==> config.mk <==
export PLATFORM = sky130hd
export DESIGN_NAME = rx_addr_filter
export DESIGN_NICKNAME = d
export VERILOG_FILES = /design/src/rtl/rxf_pkg.sv /design/src/rtl/rxf_hash.sv /design/src/rtl/rxf_classify.sv /design/src/rtl/rxf_decide.sv /design/src/rtl/rx_addr_filter.sv
export SDC_FILE = /design/constraint.sdc
export NUM_CORES = 1
export LEC_CHECK = 0
export BUFFER_PORTS_ARGS = -buffer_cell sky130_fd_sc_hd__clkbuf_2
export CORE_MARGIN = 3
export CORE_UTILIZATION = 45
export CTS_BUF_LIST = sky130_fd_sc_hd__clkbuf_2
export CTS_CLUSTER_SIZE = 40
export DETAILED_ROUTE_END_ITERATION = 10
export GPL_ROUTABILITY_DRIVEN = 1
export PLACE_DENSITY = 0.81
export RECOVER_POWER = 50
export SLEW_MARGIN = 10
export SYNTH_ARGS = -nofsm -noshare
export SYNTH_HDL_FRONTEND = slang
export SYNTH_SLANG_ARGS = --single-unit
export TNS_END_PERCENT = 20
==> constraint.sdc <==
create_clock -name clk -period 4.3 [get_ports clk]
set_input_delay 0.43 -clock clk [delete_from_list [all_inputs] [get_ports clk]]
set_output_delay 0.43 -clock clk [all_outputs]
set_load 0.01 [all_outputs]
==> src/rtl/rxf_pkg.sv <==
package rxf_pkg;
   // receive configuration bit positions
   localparam int CFG_W        = 6;
   localparam int CFG_PROMISC  = 0;
   localparam int CFG_BCAST    = 1;
   localparam int CFG_MCAST    = 2;
   localparam int CFG_RUNT     = 3;
   localparam int CFG_KEEP_ERR = 4;
   localparam int CFG_MONITOR  = 5;

   // receive status bit positions
   localparam int STS_W      = 6;
   localparam int STS_GOOD   = 0;
   localparam int STS_CRC    = 1;
   localparam int STS_ALIGN  = 2;
   localparam int STS_MISSED = 3;
   localparam int STS_GROUP  = 4;
   localparam int STS_RXOFF  = 5;

   typedef struct packed {
      logic is_group;
      logic is_bcast;
      logic station_hit;
      logic hash_hit;
   } addr_class_t;
endpackage

==> src/rtl/rxf_hash.sv <==
module rxf_hash #(
   parameter int          ADDR_W    = 48,
   parameter int          HASH_BITS = 6,
   parameter logic [31:0] POLY      = 32'h04C11DB7
) (
   input  logic [ADDR_W-1:0]    addr,
   output logic [HASH_BITS-1:0] bin
);
   localparam int CRC_W = 32;

   generate
      if (HASH_BITS < 1 || HASH_BITS > CRC_W) begin : g_bad_bits
         $error("rxf_hash: HASH_BITS must lie in 1..32");
      end
   endgenerate

   function automatic logic [CRC_W-1:0] crc_of(input logic [ADDR_W-1:0] a);
      logic [CRC_W-1:0] c;
      logic             fb;
      c = '1;
      for (int i = 0; i < ADDR_W; i++) begin
         fb = c[CRC_W-1] ^ a[i];
         c  = {c[CRC_W-2:0], 1'b0};
         if (fb) c = c ^ POLY;
      end
      return c;
   endfunction

   logic [CRC_W-1:0] crc;
   always_comb crc = crc_of(addr);
   assign bin = crc[CRC_W-1 -: HASH_BITS];
endmodule

==> src/rtl/rxf_classify.sv <==
module rxf_classify
   import rxf_pkg::*;
#(
   parameter int ADDR_W    = 48,
   parameter int HASH_BITS = 6,
   localparam int BINS     = 1 << HASH_BITS,
   localparam int NBYTES   = ADDR_W / 8
) (
   input  logic [ADDR_W-1:0]    addr,
   input  logic [ADDR_W-1:0]    station,
   input  logic [BINS-1:0]      table_bits,
   input  logic [HASH_BITS-1:0] bin,
   output addr_class_t          cls
);
   generate
      if (ADDR_W % 8 != 0 || ADDR_W < 8) begin : g_bad_addr
         $error("rxf_classify: ADDR_W must be a whole number of bytes");
      end
   endgenerate

   logic [NBYTES-1:0] byte_eq;

   generate
      for (genvar b = 0; b < NBYTES; b++) begin : g_byte
         assign byte_eq[b] = (addr[8*b +: 8] == station[8*b +: 8]);
      end
   endgenerate

   always_comb begin
      cls.is_group    = addr[0];
      cls.is_bcast    = &addr;
      cls.station_hit = &byte_eq;
      cls.hash_hit    = table_bits[bin];
   end
endmodule

==> src/rtl/rxf_decide.sv <==
module rxf_decide
   import rxf_pkg::*;
#(
   parameter int LEN_W   = 16,
   parameter int MIN_LEN = 64
) (
   input  addr_class_t      cls,
   input  logic [LEN_W-1:0] len,
   input  logic             crc_err,
   input  logic             align_err,
   input  logic [CFG_W-1:0] cfg,
   output logic             accept,
   output logic             store,
   output logic [STS_W-1:0] status
);
   generate
      if (MIN_LEN < 1 || MIN_LEN >= (1 << LEN_W)) begin : g_bad_len
         $error("rxf_decide: MIN_LEN does not fit LEN_W");
      end
   endgenerate

   logic addr_ok, any_err, runt, len_ok, err_ok;

   always_comb begin
      any_err = crc_err | align_err;
      runt    = len < LEN_W'(MIN_LEN);
      if (cls.is_bcast)      addr_ok = cfg[CFG_BCAST];
      else if (cls.is_group) addr_ok = cfg[CFG_MCAST] & cls.hash_hit;
      else                   addr_ok = cfg[CFG_PROMISC] | cls.station_hit;
      len_ok  = ~runt | cfg[CFG_RUNT];
      err_ok  = ~any_err | cfg[CFG_KEEP_ERR];
      accept  = addr_ok & len_ok & err_ok;
      store   = accept & ~cfg[CFG_MONITOR];

      status             = '0;
      status[STS_GOOD]   = accept & ~any_err;
      status[STS_CRC]    = any_err;
      status[STS_ALIGN]  = align_err;
      status[STS_MISSED] = accept & cfg[CFG_MONITOR];
      status[STS_GROUP]  = cls.is_group;
      status[STS_RXOFF]  = cfg[CFG_MONITOR];
   end
endmodule

==> src/rtl/rx_addr_filter.sv <==
module rx_addr_filter
   import rxf_pkg::*;
#(
   parameter int          ADDR_W    = 48,
   parameter int          LEN_W     = 16,
   parameter int          MIN_LEN   = 64,
   parameter int          HASH_BITS = 6,
   parameter logic [31:0] POLY      = 32'h04C11DB7,
   localparam int         BINS      = 1 << HASH_BITS
) (
   input  logic              clk,
   input  logic              rst_n,
   input  logic              frame_valid,
   input  logic [ADDR_W-1:0] dest_addr,
   input  logic [LEN_W-1:0]  frame_len,
   input  logic              crc_err,
   input  logic              align_err,
   input  logic [CFG_W-1:0]  rx_cfg,
   input  logic [ADDR_W-1:0] station_addr,
   input  logic [BINS-1:0]   hash_table,
   input  logic              atd_en,
   output logic              dec_valid,
   output logic              accept,
   output logic              store,
   output logic [STS_W-1:0]  rx_status,
   output logic              tx_enable
);
   localparam logic [HASH_BITS-1:0] BIN_TX_OFF = HASH_BITS'(BINS - 2);
   localparam logic [HASH_BITS-1:0] BIN_TX_ON  = HASH_BITS'(BINS - 1);

   generate
      if (HASH_BITS < 2) begin : g_bad_hash
         $error("rx_addr_filter: HASH_BITS must be at least 2");
      end
   endgenerate

   logic [HASH_BITS-1:0] bin;
   addr_class_t          cls;
   logic                 acc_d, sto_d;
   logic [STS_W-1:0]     sts_d;

   rxf_hash #(.ADDR_W(ADDR_W), .HASH_BITS(HASH_BITS), .POLY(POLY)) u_hash (
      .addr (dest_addr),
      .bin  (bin)
   );

   rxf_classify #(.ADDR_W(ADDR_W), .HASH_BITS(HASH_BITS)) u_class (
      .addr       (dest_addr),
      .station    (station_addr),
      .table_bits (hash_table),
      .bin        (bin),
      .cls        (cls)
   );

   rxf_decide #(.LEN_W(LEN_W), .MIN_LEN(MIN_LEN)) u_decide (
      .cls       (cls),
      .len       (frame_len),
      .crc_err   (crc_err),
      .align_err (align_err),
      .cfg       (rx_cfg),
      .accept    (acc_d),
      .store     (sto_d),
      .status    (sts_d)
   );

   always_ff @(posedge clk) begin
      if (!rst_n) begin
         dec_valid <= 1'b0;
         accept    <= 1'b0;
         store     <= 1'b0;
         rx_status <= '0;
      end else begin
         dec_valid <= frame_valid;
         accept    <= frame_valid & acc_d;
         store     <= frame_valid & sto_d;
         rx_status <= frame_valid ? sts_d : '0;
      end
   end

   // hash-triggered transmitter control
   always_ff @(posedge clk) begin
      if (!rst_n) begin
         tx_enable <= 1'b1;
      end else if (frame_valid && atd_en && cls.is_group && !cls.is_bcast) begin
         if (bin == BIN_TX_OFF)     tx_enable <= 1'b0;
         else if (bin == BIN_TX_ON) tx_enable <= 1'b1;
      end
   end

   a_r1_valid_follows: assert property (@(posedge clk) disable iff (!rst_n)
      frame_valid |=> dec_valid);

   a_r1_idle_quiet: assert property (@(posedge clk) disable iff (!rst_n)
      !frame_valid |=> (!accept && !store && rx_status == '0));

   a_r2_foreign_unicast: assert property (@(posedge clk) disable iff (!rst_n)
      (frame_valid && !dest_addr[0] && !rx_cfg[CFG_PROMISC] && dest_addr != station_addr)
      |=> !accept);

   a_r5_runt_dropped: assert property (@(posedge clk) disable iff (!rst_n)
      (frame_valid && frame_len < LEN_W'(MIN_LEN) && !rx_cfg[CFG_RUNT]) |=> !accept);

   a_r6_err_dropped: assert property (@(posedge clk) disable iff (!rst_n)
      (frame_valid && (crc_err || align_err) && !rx_cfg[CFG_KEEP_ERR]) |=> !accept);

   a_r7_monitor_no_store: assert property (@(posedge clk) disable iff (!rst_n)
      (frame_valid && rx_cfg[CFG_MONITOR]) |=> !store);

   a_r9_tx_hold: assert property (@(posedge clk) disable iff (!rst_n)
      (!frame_valid || !atd_en) |=> $stable(tx_enable));
endmodule

==> results of run 1 <==
what timing repair did:
action | in CTS | in global routing
endpoints found under the setup margin | 4 | 4
pin swaps | 11 | 24
cloned | 0 | 1
setup buffers | 7 | 7
gates resized for setup | 13 | 30
hold buffers | 0 | 0
cells in the final DEF, fill, tap and decap left out, types with 12 or more instances in the layout:
cell / instances
clkbuf_2: 193
xnor2_1: 125
buf_4: 110
xnor3_1: 31
nand4_1: 23
mux2i_1: 20
xor2_1: 18
xnor2_2: 16
xnor3_2: 12
registers in the layout (all words and copies together), names as in the netlist:
register and flops:
dec_valid 1, tx_enable 1, store 1, accept 1, rx_status 6
stage by stage:
| stage | util | setup TNS (ps) | hold WS, ps | setup slack (ps) |
|---|---|---|---|---|
| 2_1_floorplan | - | 0 | 491.9 | 36.58 |
| 3_3_place_gp | 0.6772 | -822.6 | 463.3 | -211.4 |
| 3_5_place_dp | 0.6772 | -2570 | 476.2 | -614.4 |
| 4_1_cts | 0.6940 | 0 | 342.3 | 1.961 |
| 5_1_grt | 0.7242 | -977.0 | 342.7 | -240.6 |
| 6_report | 0.7242 | -366.9 | 358.4 | -99.79 |
metal layers:
metal	part of all wire	wire length (um)	GRT usage	up-vias
li1	-	-	-	1948
met4	0.061	1051	0.1026	0
met1	0.34	5817	0.3080	2123
met2	0.51	8865	0.4928	337
met5	0	0	0	-
met3	0.091	1582	0.04871	112
logic make-up (layout without fill, tap and decap cells):
logic type | after synthesis | count (layout) | synth area share
xor+xnor | 227 | 227 | 0.6842
simple gates | 61 | 61 | 0.08071
mux | 33 | 33 | 0.09514
compound gates | 26 | 26 | 0.05155
buf+inv | 23 | 317 | 0.03240
flops | 10 | 10 | 0.04713
fa+ha+maj | 3 | 3 | 0.008837
final timing paths:
check / start / to / slack [ps] / cells past startpoint
worst max register to register: tx_enable / tx_enable / 3580 / 2
worst max-delay path: dest_addr[3] / accept / -100 / 15
worst min register to register: tx_enable / tx_enable / 610 / 2
worst min-delay path: rx_cfg[5] / store / 360 / 2
final cells by class:
| type | count | area (um^2) |
|---|---|---|
| Timing Repair Buffer | 309 | 1919 |
| Clock inverter | 1 | 3.754 |
| Tap cell | 108 | 135.1 |
| Multi-Input combinational cell | 350 | 4182 |
| Fill cell | 556 | 2464 |
| Clock buffer | 3 | 15.01 |
| Sequential cell | 10 | 200.2 |
| Inverter | 4 | 15.01 |
==> results.cfg, run 1 <==
[outcome]
outcome = complete, but fails checks
violations = negative setup slack

[floorplanning]
dieArea_um2 = 10640
io-pin-count = 198
start_util = 0.4755
core_area_um2 = 8934
rows = 34
die_x_um = 103.2
chipHeight_um = 103.2

[layout]
antenna_cells = 0
final_area_um2 = 6470
final_cells = 785
final_layout_size_suffix_gt1_frac = 0.5657
finalNetCount = 869
layout-area-overhead-vs-synth_pct = 52.31

[logic_synthesis]
post-synth-top-area-fraction = 0.2845
synth_area_leader_cell = xnor2_1
syn_area_um2 = 4248
ys_seq_area_frac = 0.04713
synth_enable_flop_cells = 0
syn_area_per_cell_um2 = 11.09
yosysMostFrequentCell = xnor2_1
ys_seq_elements = 10
ys_warn_count = 0
syn_nets = 574
ys_top_cells_by_area = xnor2_1, xnor3_1, xor3_1, mux2i_1, xor2_1
synthArstFlopShare = 0
ys_types = 49
yosys-top-cells-count = xnor2_1, xnor3_1, nand4_1, xor2_1, mux2i_1
netlist_instances = 383
yosys_most_used_dff = dfxtp_1

[clock_tree]
cts_buffers = 3
cts-root-buf = clkbuf_2
cts_buffer_depth = 2
cts.reportedPaths.clkPinSlew_ps = 110
htreeDepth = 1
clkSinkCount = 10
clock_latency_ps = 270
cts_tree = yes

[timing]
min_period_ps = 4400
clock_skew_ps = 0
setup_ws_ps = -99.79
hold_viol_final = 0
setup_viol = 4
worst_pin_slew_ps = 530.7
report.final.slew_viol_count = 0
max_freq_mhz = 227.3
rsz0062_at_grt = yes
final.period_utilization = 1.023
slew-limit-headroom = 0.6437

[global_routing]
grt_max_degree = 24
grt_pass1_wl_mm = 21.77
grt_pass1_vias = 4395
grt.overflow.total = 0
antenna_found_initial = 0
grt.total_usage = 0.2687

[job]
drv_cap = 0

[route]
wl_per_cell_um = 22.06
drt_iter0_drc = 275
drcViolationCount = 0
firstDrtPassIters = 5
ant_nets = 0
wirelength_mm = 17.32
avgViaCountPerCell = 5.758
num_vias = 4520

[worst_setup_path]
path_cells = clkbuf_2 -> buf_4 -> buf_4 -> xor3_1 -> xnor2_1 -> xnor2_1 -> xnor2_2 -> xnor3_2 -> xnor2_2 -> xor3_2 -> mux4_2 -> mux2i_4 -> nand2_2 -> a21oi_4 -> a31oi_1
slowest_stage = mux4_2
startpoint_type = input pin
cp_max_fo = 7
critPathBufInv = 3
worst_setup_path_end_kind = register
cpPeakStageDelay_ps = 570
arrival_ps = 4550
cp.required_ps = 4450
crit_type = in -> reg
cpLargestDelayFamily = XOR/XNOR gates

[placed_design]
hpwl_mm = 12.74
io_buffer_count = 191
placed_cells_incl_taps = 766
gp_congestion = 1.021
place_area_um2 = 6050

[hold_path]
hold_path.class = in -> reg
Power of run 1 is left out: the tool's default activity adds up to more than one toggle a clock period on the data nets, which glitch-free logic cannot reach.
==> run 2, diff against run 1 <==
--- a/config.mk
+++ b/config.mk
@@ -12,7 +12,7 @@
 export CTS_CLUSTER_SIZE = 40
 export DETAILED_ROUTE_END_ITERATION = 10
 export GPL_ROUTABILITY_DRIVEN = 1
-export PLACE_DENSITY = 0.81
+export PLACE_DENSITY = 0.91
 export RECOVER_POWER = 50
 export SLEW_MARGIN = 10
 export SYNTH_ARGS = -nofsm -noshare
==> results.cfg, run 2 (synthesis gave the netlist of run 1 again) <==
[outcome]
outcome = complete, but fails checks
violations = negative setup slack

[global_routing]
grt_pass1_vias = 4612
grt.total_usage = 0.2917
antenna_found_initial = 0
grt.overflow.total = 0
grt_pass1_wl_mm = 23.43
grt_max_degree = 23

[clock_tree]
cts_buffers = 3
clkSinkCount = 10
cts_buffer_depth = 2
clock_latency_ps = 230
postCtsHoldBufs = 0
htreeDepth = 1
cts_tree = yes
cts.reportedPaths.clkPinSlew_ps = 90
cts-root-buf = clkbuf_2

[layout]
layout_common_cells = clkbuf_2, xnor2_1, buf_4
antenna_cells = 0
layout-area-overhead-vs-synth_pct = 52.67
final_layout_size_suffix_gt1_frac = 0.5825
finalNetCount = 866
largest-register = rx_status
layout_commonest_cell = clkbuf_2
largest_reg_flops = 6
fillers = 526

[timing]
final.period_utilization = 1.038
slew-limit-headroom = 0.3014
fin_tns_setup_ps = -561.2
setup_ws_ps = -162.5
hold_viol_final = 0
report.final.slew_viol_count = 0
min_period_ps = 4462
clock_skew_ps = 0
setup_viol = 4
worst_pin_slew_ps = 1038
rsz0062_at_grt = yes
max_freq_mhz = 224.1

[placed_design]
io_buffer_count = 191
gp_congestion = 0.9302
hpwl_mm = 13.22

[worst_setup_path]
cp_max_fo = 22
worst_setup_path_end_kind = register
startpoint_type = input pin
r2r_slack_ps = 3600
endpoint = rx_status[3]
worstReg2RegStart = tx_enable
cp_common_cell = xnor3_1
critical_path_depth = 16
rr_worst_depth = 2
rr_endpoint = tx_enable
crit_start = dest_addr[0]
crit_type = in -> reg
path_cells = clkbuf_2 -> buf_4 -> xnor3_1 -> xnor2_1 -> buf_4 -> xnor3_1 -> xnor3_1 -> xor2_1 -> xnor3_2 -> xor2_4 -> buf_12 -> mux2i_1 -> a221oi_1 -> o211a_1 -> a32oi_2 -> a311oi_1
cpLargestDelayFamily = XOR/XNOR gates
arrival_ps = 4580
critPathBufInv = 4
cp.required_ps = 4410
cpPeakStageDelay_ps = 440
slowest_stage = xnor3_1

[floorplanning]
dieArea_um2 = 10640
core_area_um2 = 8934
io-pin-count = 198
start_util = 0.4755
die_x_um = 103.2
chipHeight_um = 103.2
rows = 34

[route]
wl_per_cell_um = 24.52
ant_nets = 0
wirelength_mm = 19.15
drt_iter0_drc = 433
avgViaCountPerCell = 6.038
num_vias = 4716
drcViolationCount = 0
firstDrtPassIters = 5

[job]
drv_cap = 0

[hold_path]
hold_path.class = in -> reg
run 2: changes by cell type in the layout (fill, tap and decap cells not counted), moves of 3 or more:
| cell | change |
|---|---|
| buf_6 | +6 |
| xnor2_1 | -6 |
| xor3_1 | -5 |
| xor3_2 | +5 |
| buf_4 | -4 |
| xnor2_2 | +4 |
| buf_12 | -3 |
run 2: worst min path at each step:
stage / start / end / cells after the start
CTS: rx_cfg[5] / store / 2
floorplan: rst_n / tx_enable / 1
detailed placement: tx_enable / tx_enable / 2
finish: rx_cfg[5] / store / 2
global placement: tx_enable / tx_enable / 2
global route: rx_cfg[5] / store / 2
run 2: metrics by stage:
step           worst slack, ps  instance area (um^2)  cells  hold slack (ps)  utilization
6_report                -162.5                  6485    781            390.2       0.7259
5_1_grt                 -264.0                  6485    781            371.5       0.7259
4_1_cts                 -83.37                  6192    770            375.4       0.6931
3_5_place_dp            -438.9                  5977    758            482.3       0.6690
3_3_place_gp            -213.6                  5977    758            460.9       0.6690
2_1_floorplan            36.58                  4285    383            491.9            -
run 2: layer usage:
metal / global-route usage / vias up / wire [um]
li1: - / 1946 / -
met1: 0.3202 / 2182 / 6228
met2: 0.5126 / 431 / 8952
met3: 0.07375 / 157 / 2267
met4: 0.1604 / 0 / 1699
met5: 0 / - / 0
run 2: timing repair:
action | CTS | global route
setup buffers | 9 | 11
endpoints found under the hold margin | 0 | 0
endpoints found under the setup margin | 5 | 5
resized for setup | 23 | 41
pin swaps | 23 | 23
run 2: layout make-up:
class                      instances  area (um^2)  share of cell area
timing repair buffer             306         1876              0.2892
tap                              108        135.1             0.02084
multi-input combinational        350         4244              0.6544
sequential                        10        200.2             0.03087
inverter                           4        15.01            0.002315
clock buffer                       3        15.01            0.002315
Power of run 2 is left out for the same reason.
==> run 3, diff against run 2 <==
--- a/config.mk
+++ b/config.mk
@@ -5,14 +5,15 @@
 export SDC_FILE = /design/constraint.sdc
 export NUM_CORES = 1
 export LEC_CHECK = 0
+export ABC_AREA = 1
 export BUFFER_PORTS_ARGS = -buffer_cell sky130_fd_sc_hd__clkbuf_2
 export CORE_MARGIN = 3
-export CORE_UTILIZATION = 45
+export CORE_UTILIZATION = 51
 export CTS_BUF_LIST = sky130_fd_sc_hd__clkbuf_2
 export CTS_CLUSTER_SIZE = 40
 export DETAILED_ROUTE_END_ITERATION = 10
 export GPL_ROUTABILITY_DRIVEN = 1
-export PLACE_DENSITY = 0.91
+export PLACE_DENSITY = 0.9
 export RECOVER_POWER = 50
 export SLEW_MARGIN = 10
 export SYNTH_ARGS = -nofsm -noshare
==> results.cfg, run 3 <==
[clock_tree]
postCtsHoldBufs = 0
cts-root-buf = clkbuf_2
cts_buffer_depth = 2
htreeDepth = 1
cts_buffers = 3
clkSinkCount = 10

[placed_design]
hpwl_mm = 25.45
placed_cells_incl_taps = 1987
io_buffer_count = 191
place_area_um2 = 10240
gp_congestion = 1.035

[floorplanning]
start_util = 0.5242
rows = 44
io-pin-count = 198
die_x_um = 128.5
chipHeight_um = 128.5

[timing]
crit_endpoint = rx_status[3]$_SDFF_PN0_/D
endpoint_type = register input

[logic_synthesis]
syn_nets = 1621
yosys_most_used_dff = dfxtp_1
ys_types = 41
synth_enable_flop_cells = 0
yosys-top-cells-count = nand2_1, nand3_1, inv_1, nand2_2, xor2_1
ys_warn_count = 0
ys_top_cells_by_area = nand2_1, nand3_1, xor2_1, nand2_2, inv_1
yosysMostFrequentCell = nand2_1
syn_area_um2 = 7647
synth_area_leader_cell = nand2_1
post-synth-top-area-fraction = 0.2901
netlist_instances = 1430
ys_seq_area_frac = 0.02618
syn_area_per_cell_um2 = 5.348
ys_seq_elements = 10
synthArstFlopShare = 0

[outcome]
outcome = aborted with a tool error
error_line = [ERROR GRT-0232] Routing congestion too high. Check the congestion heatmap in the GUI.
haltStage = 5_1_grt

[global_routing]
grt.total_usage = 0.6636
grt_max_degree = 19
grt.overflow.total = 79
==> run 3: kinds of logic after synthesis <==
logic type,count (synthesis),synth area share
adder cells (fa/ha/maj),3,0.004909
buffers and inverters,186,0.1049
AND/OR/NAND/NOR,1078,0.6811
XOR/XNOR,143,0.1746
flip-flops,10,0.02618
AO/OA/AOI/OAI,10,0.008345
==> run 3: repair_timing <==
| item | CTS |
|---|---|
| gates cloned | 5 |
| setup buffers | 26 |
| pin swaps | 71 |
| resized for setup | 156 |
| endpoints found under the setup margin | 5 |
==> run 3: through the flow <==
stage               hold WS [ps]    util  setup WS (ps)  TNS, ps
floorplan                  502.4       -          116.2        0
global placement           464.3  0.7016         -462.9    -2096
detailed placement         508.6  0.7016         -651.8    -3002
CTS                        333.7  0.7667         -4.822   -4.822
==> run 3: layer usage <==
layer	global-route usage	overflow
met1	0.6453	1
met2	0.8342	50
met3	0.5243	1
met4	0.6841	27
met5	0.1324	0
==> run 4, diff against run 3 <==
--- a/config.mk
+++ b/config.mk
@@ -8,12 +8,10 @@
 export ABC_AREA = 1
 export BUFFER_PORTS_ARGS = -buffer_cell sky130_fd_sc_hd__clkbuf_2
 export CORE_MARGIN = 3
-export CORE_UTILIZATION = 51
-export CTS_BUF_LIST = sky130_fd_sc_hd__clkbuf_2
-export CTS_CLUSTER_SIZE = 40
+export CORE_UTILIZATION = 40
 export DETAILED_ROUTE_END_ITERATION = 10
 export GPL_ROUTABILITY_DRIVEN = 1
-export PLACE_DENSITY = 0.9
+export PLACE_DENSITY_LB_ADDON = 0.15
 export RECOVER_POWER = 50
 export SLEW_MARGIN = 10
 export SYNTH_ARGS = -nofsm -noshare
==> constraint.sdc (replaced) <==
create_clock -name clk -period 5.6 [get_ports clk]
set_input_delay 0.56 -clock clk [delete_from_list [all_inputs] [get_ports clk]]
set_output_delay 0.56 -clock clk [all_outputs]
set_load 0.01 [all_outputs]
==> results.cfg, run 4 <==
[route]
avgViaCountPerCell = 5.169
ant_nets = 0
firstDrtPassIters = 6
num_vias = 9547
wirelength_mm = 28.24
wl_per_cell_um = 15.29
drcViolationCount = 0
drt_iter0_drc = 687

[logic_synthesis]
yosysMostFrequentCell = nand2_1
syn_nets = 1621
ys_top_cells_by_area = nand2_1, nand3_1, xor2_1, nand2_2, inv_1
yosys_most_used_dff = dfxtp_1
syn_area_per_cell_um2 = 5.348
syn_area_um2 = 7647
yosys-top-cells-count = nand2_1, nand3_1, inv_1, nand2_2, xor2_1
netlist_instances = 1430
synth_area_leader_cell = nand2_1
synthArstFlopShare = 0
ys_warn_count = 0
ys_seq_elements = 10
ys_types = 41
synth_enable_flop_cells = 0
ys_seq_area_frac = 0.02618
post-synth-top-area-fraction = 0.2901

[timing]
final.period_utilization = 0.9076
slew-limit-headroom = 0.5218
clock_skew_ps = 0
setup_viol = 0
fin_tns_setup_ps = 0
max_freq_mhz = 196.7
rsz0062_at_grt = no
worst_pin_slew_ps = 714.8
hold_viol_final = 0
report.final.slew_viol_count = 0
min_period_ps = 5083

[layout]
antenna_cells = 0
layout_commonest_cell = nand2_1
largest_reg_flops = 6
largest-register = rx_status
final_layout_size_suffix_gt1_frac = 0.2602
layout-area-overhead-vs-synth_pct = 16.59
finalNetCount = 1811
layout_common_cells = nand2_1, nand3_1, clkbuf_2

[hold_path]
worstHoldStart = tx_enable
whs_path_depth = 2
min_to = tx_enable
hold_path.class = reg -> reg

[floorplanning]
die_x_um = 144.3
rows = 49
io-pin-count = 198
chipHeight_um = 144.3
start_util = 0.4158
core_area_um2 = 18390
dieArea_um2 = 20810

[global_routing]
grt.total_usage = 0.2621
grt_pass1_wl_mm = 43.28
grt_pass1_vias = 8471
grt_max_degree = 35
antenna_found_initial = 0
grt.overflow.total = 0

[outcome]
outcome = complete, no violations

[clock_tree]
htreeDepth = 1
cts-root-buf = clkbuf_16
cts.reportedPaths.clkPinSlew_ps = 40
cts_setup_buffers = 0
clkSinkCount = 10
postCtsHoldBufs = 0
ctsResizeCount = 0
cts_buffers = 3
clock_latency_ps = 230
cts_buffer_depth = 2
cts_tree = yes

[worst_setup_path]
critPathBufInv = 5
cpLargestDelayFamily = simple AND/OR/NAND/NOR gates
r2r_slack_ps = 5040
rr_endpoint = tx_enable
crit_type = in -> reg
worst_setup_path_end_kind = register
slowest_stage = ha_1
cp_common_cell = nand2_2
rr_worst_depth = 2
cp.required_ps = 5770
arrival_ps = 5250
worstReg2RegStart = tx_enable
cpPeakStageDelay_ps = 400
startpoint_type = input pin
cp_max_fo = 10

[placed_design]
io_buffer_count = 191
gp_congestion = 0.9848
hpwl_mm = 24.79

[job]
drv_cap = 0
==> run 4: cell counts after synthesis <==
Identical to the previous run, type by type.
==> run 4: worst reg2reg max path: cells and delay by family, from the launching register on <==
family	cells	cell delay (ps)
flops	1	300
compound gates	1	80
simple gates	1	60
==> run 4: per-stage QoR <==
stage	hold WS (ps)	setup slack, ps	std cells	area (um^2)	utilization
2_1_floorplan	508.7	1286	1430	7647	-
3_3_place_gp	463.5	343.8	1844	8831	0.4801
3_5_place_dp	472.8	282.7	1844	8831	0.4801
4_1_cts	481.2	497.0	1847	8906	0.4842
5_1_grt	505.9	8.537	1847	8916	0.4848
6_report	475.1	517.2	1847	8916	0.4848
==> run 4: per-layer routing <==
metal,up-vias,share of wire,global-route usage
met2,332,0.43,0.4162
li1,4886,-,-
met5,-,0,0
met3,29,0.092,0.04828
met1,4300,0.46,0.3817
met4,0,0.013,0.02896
==> run 4: worst max path at each step <==
| stage | from | to | slack [ps] | depth (start not counted) |
|---|---|---|---|---|
| 4_1_cts | dest_addr[0] | rx_status[0] | 500 | 41 |
| 3_3_place_gp | dest_addr[0] | rx_status[0] | 340 | 42 |
| 6_report | dest_addr[0] | rx_status[0] | 520 | 42 |
| 3_5_place_dp | dest_addr[0] | rx_status[0] | 280 | 42 |
| 2_1_floorplan | dest_addr[0] | rx_status[0] | 1290 | 43 |
| 5_1_grt | dest_addr[2] | store | 9 | 42 |
==> run 4: area by class of cell <==
cell class                 instances  area, um^2
fill                            2027        9477
multi-input combinational       1234        6661
timing repair buffer             205        1055
inverter                         166       638.1
tap                              229       286.5
sequential                        10       200.2
clock buffer                       3       75.07
==> run 4: cell families (layout without fill, tap and decap cells) <==
| group | count (synthesis) | count (layout) | share of synthesized area |
|---|---|---|---|
| compound gates | 10 | 10 | 0.008345 |
| flops | 10 | 10 | 0.02618 |
| simple gates | 1078 | 1078 | 0.6811 |
| fa+ha+maj | 3 | 3 | 0.004909 |
| buf+inv | 186 | 374 | 0.1049 |
| xor+xnor | 143 | 143 | 0.1746 |
Power of run 4 is left out for the same reason.
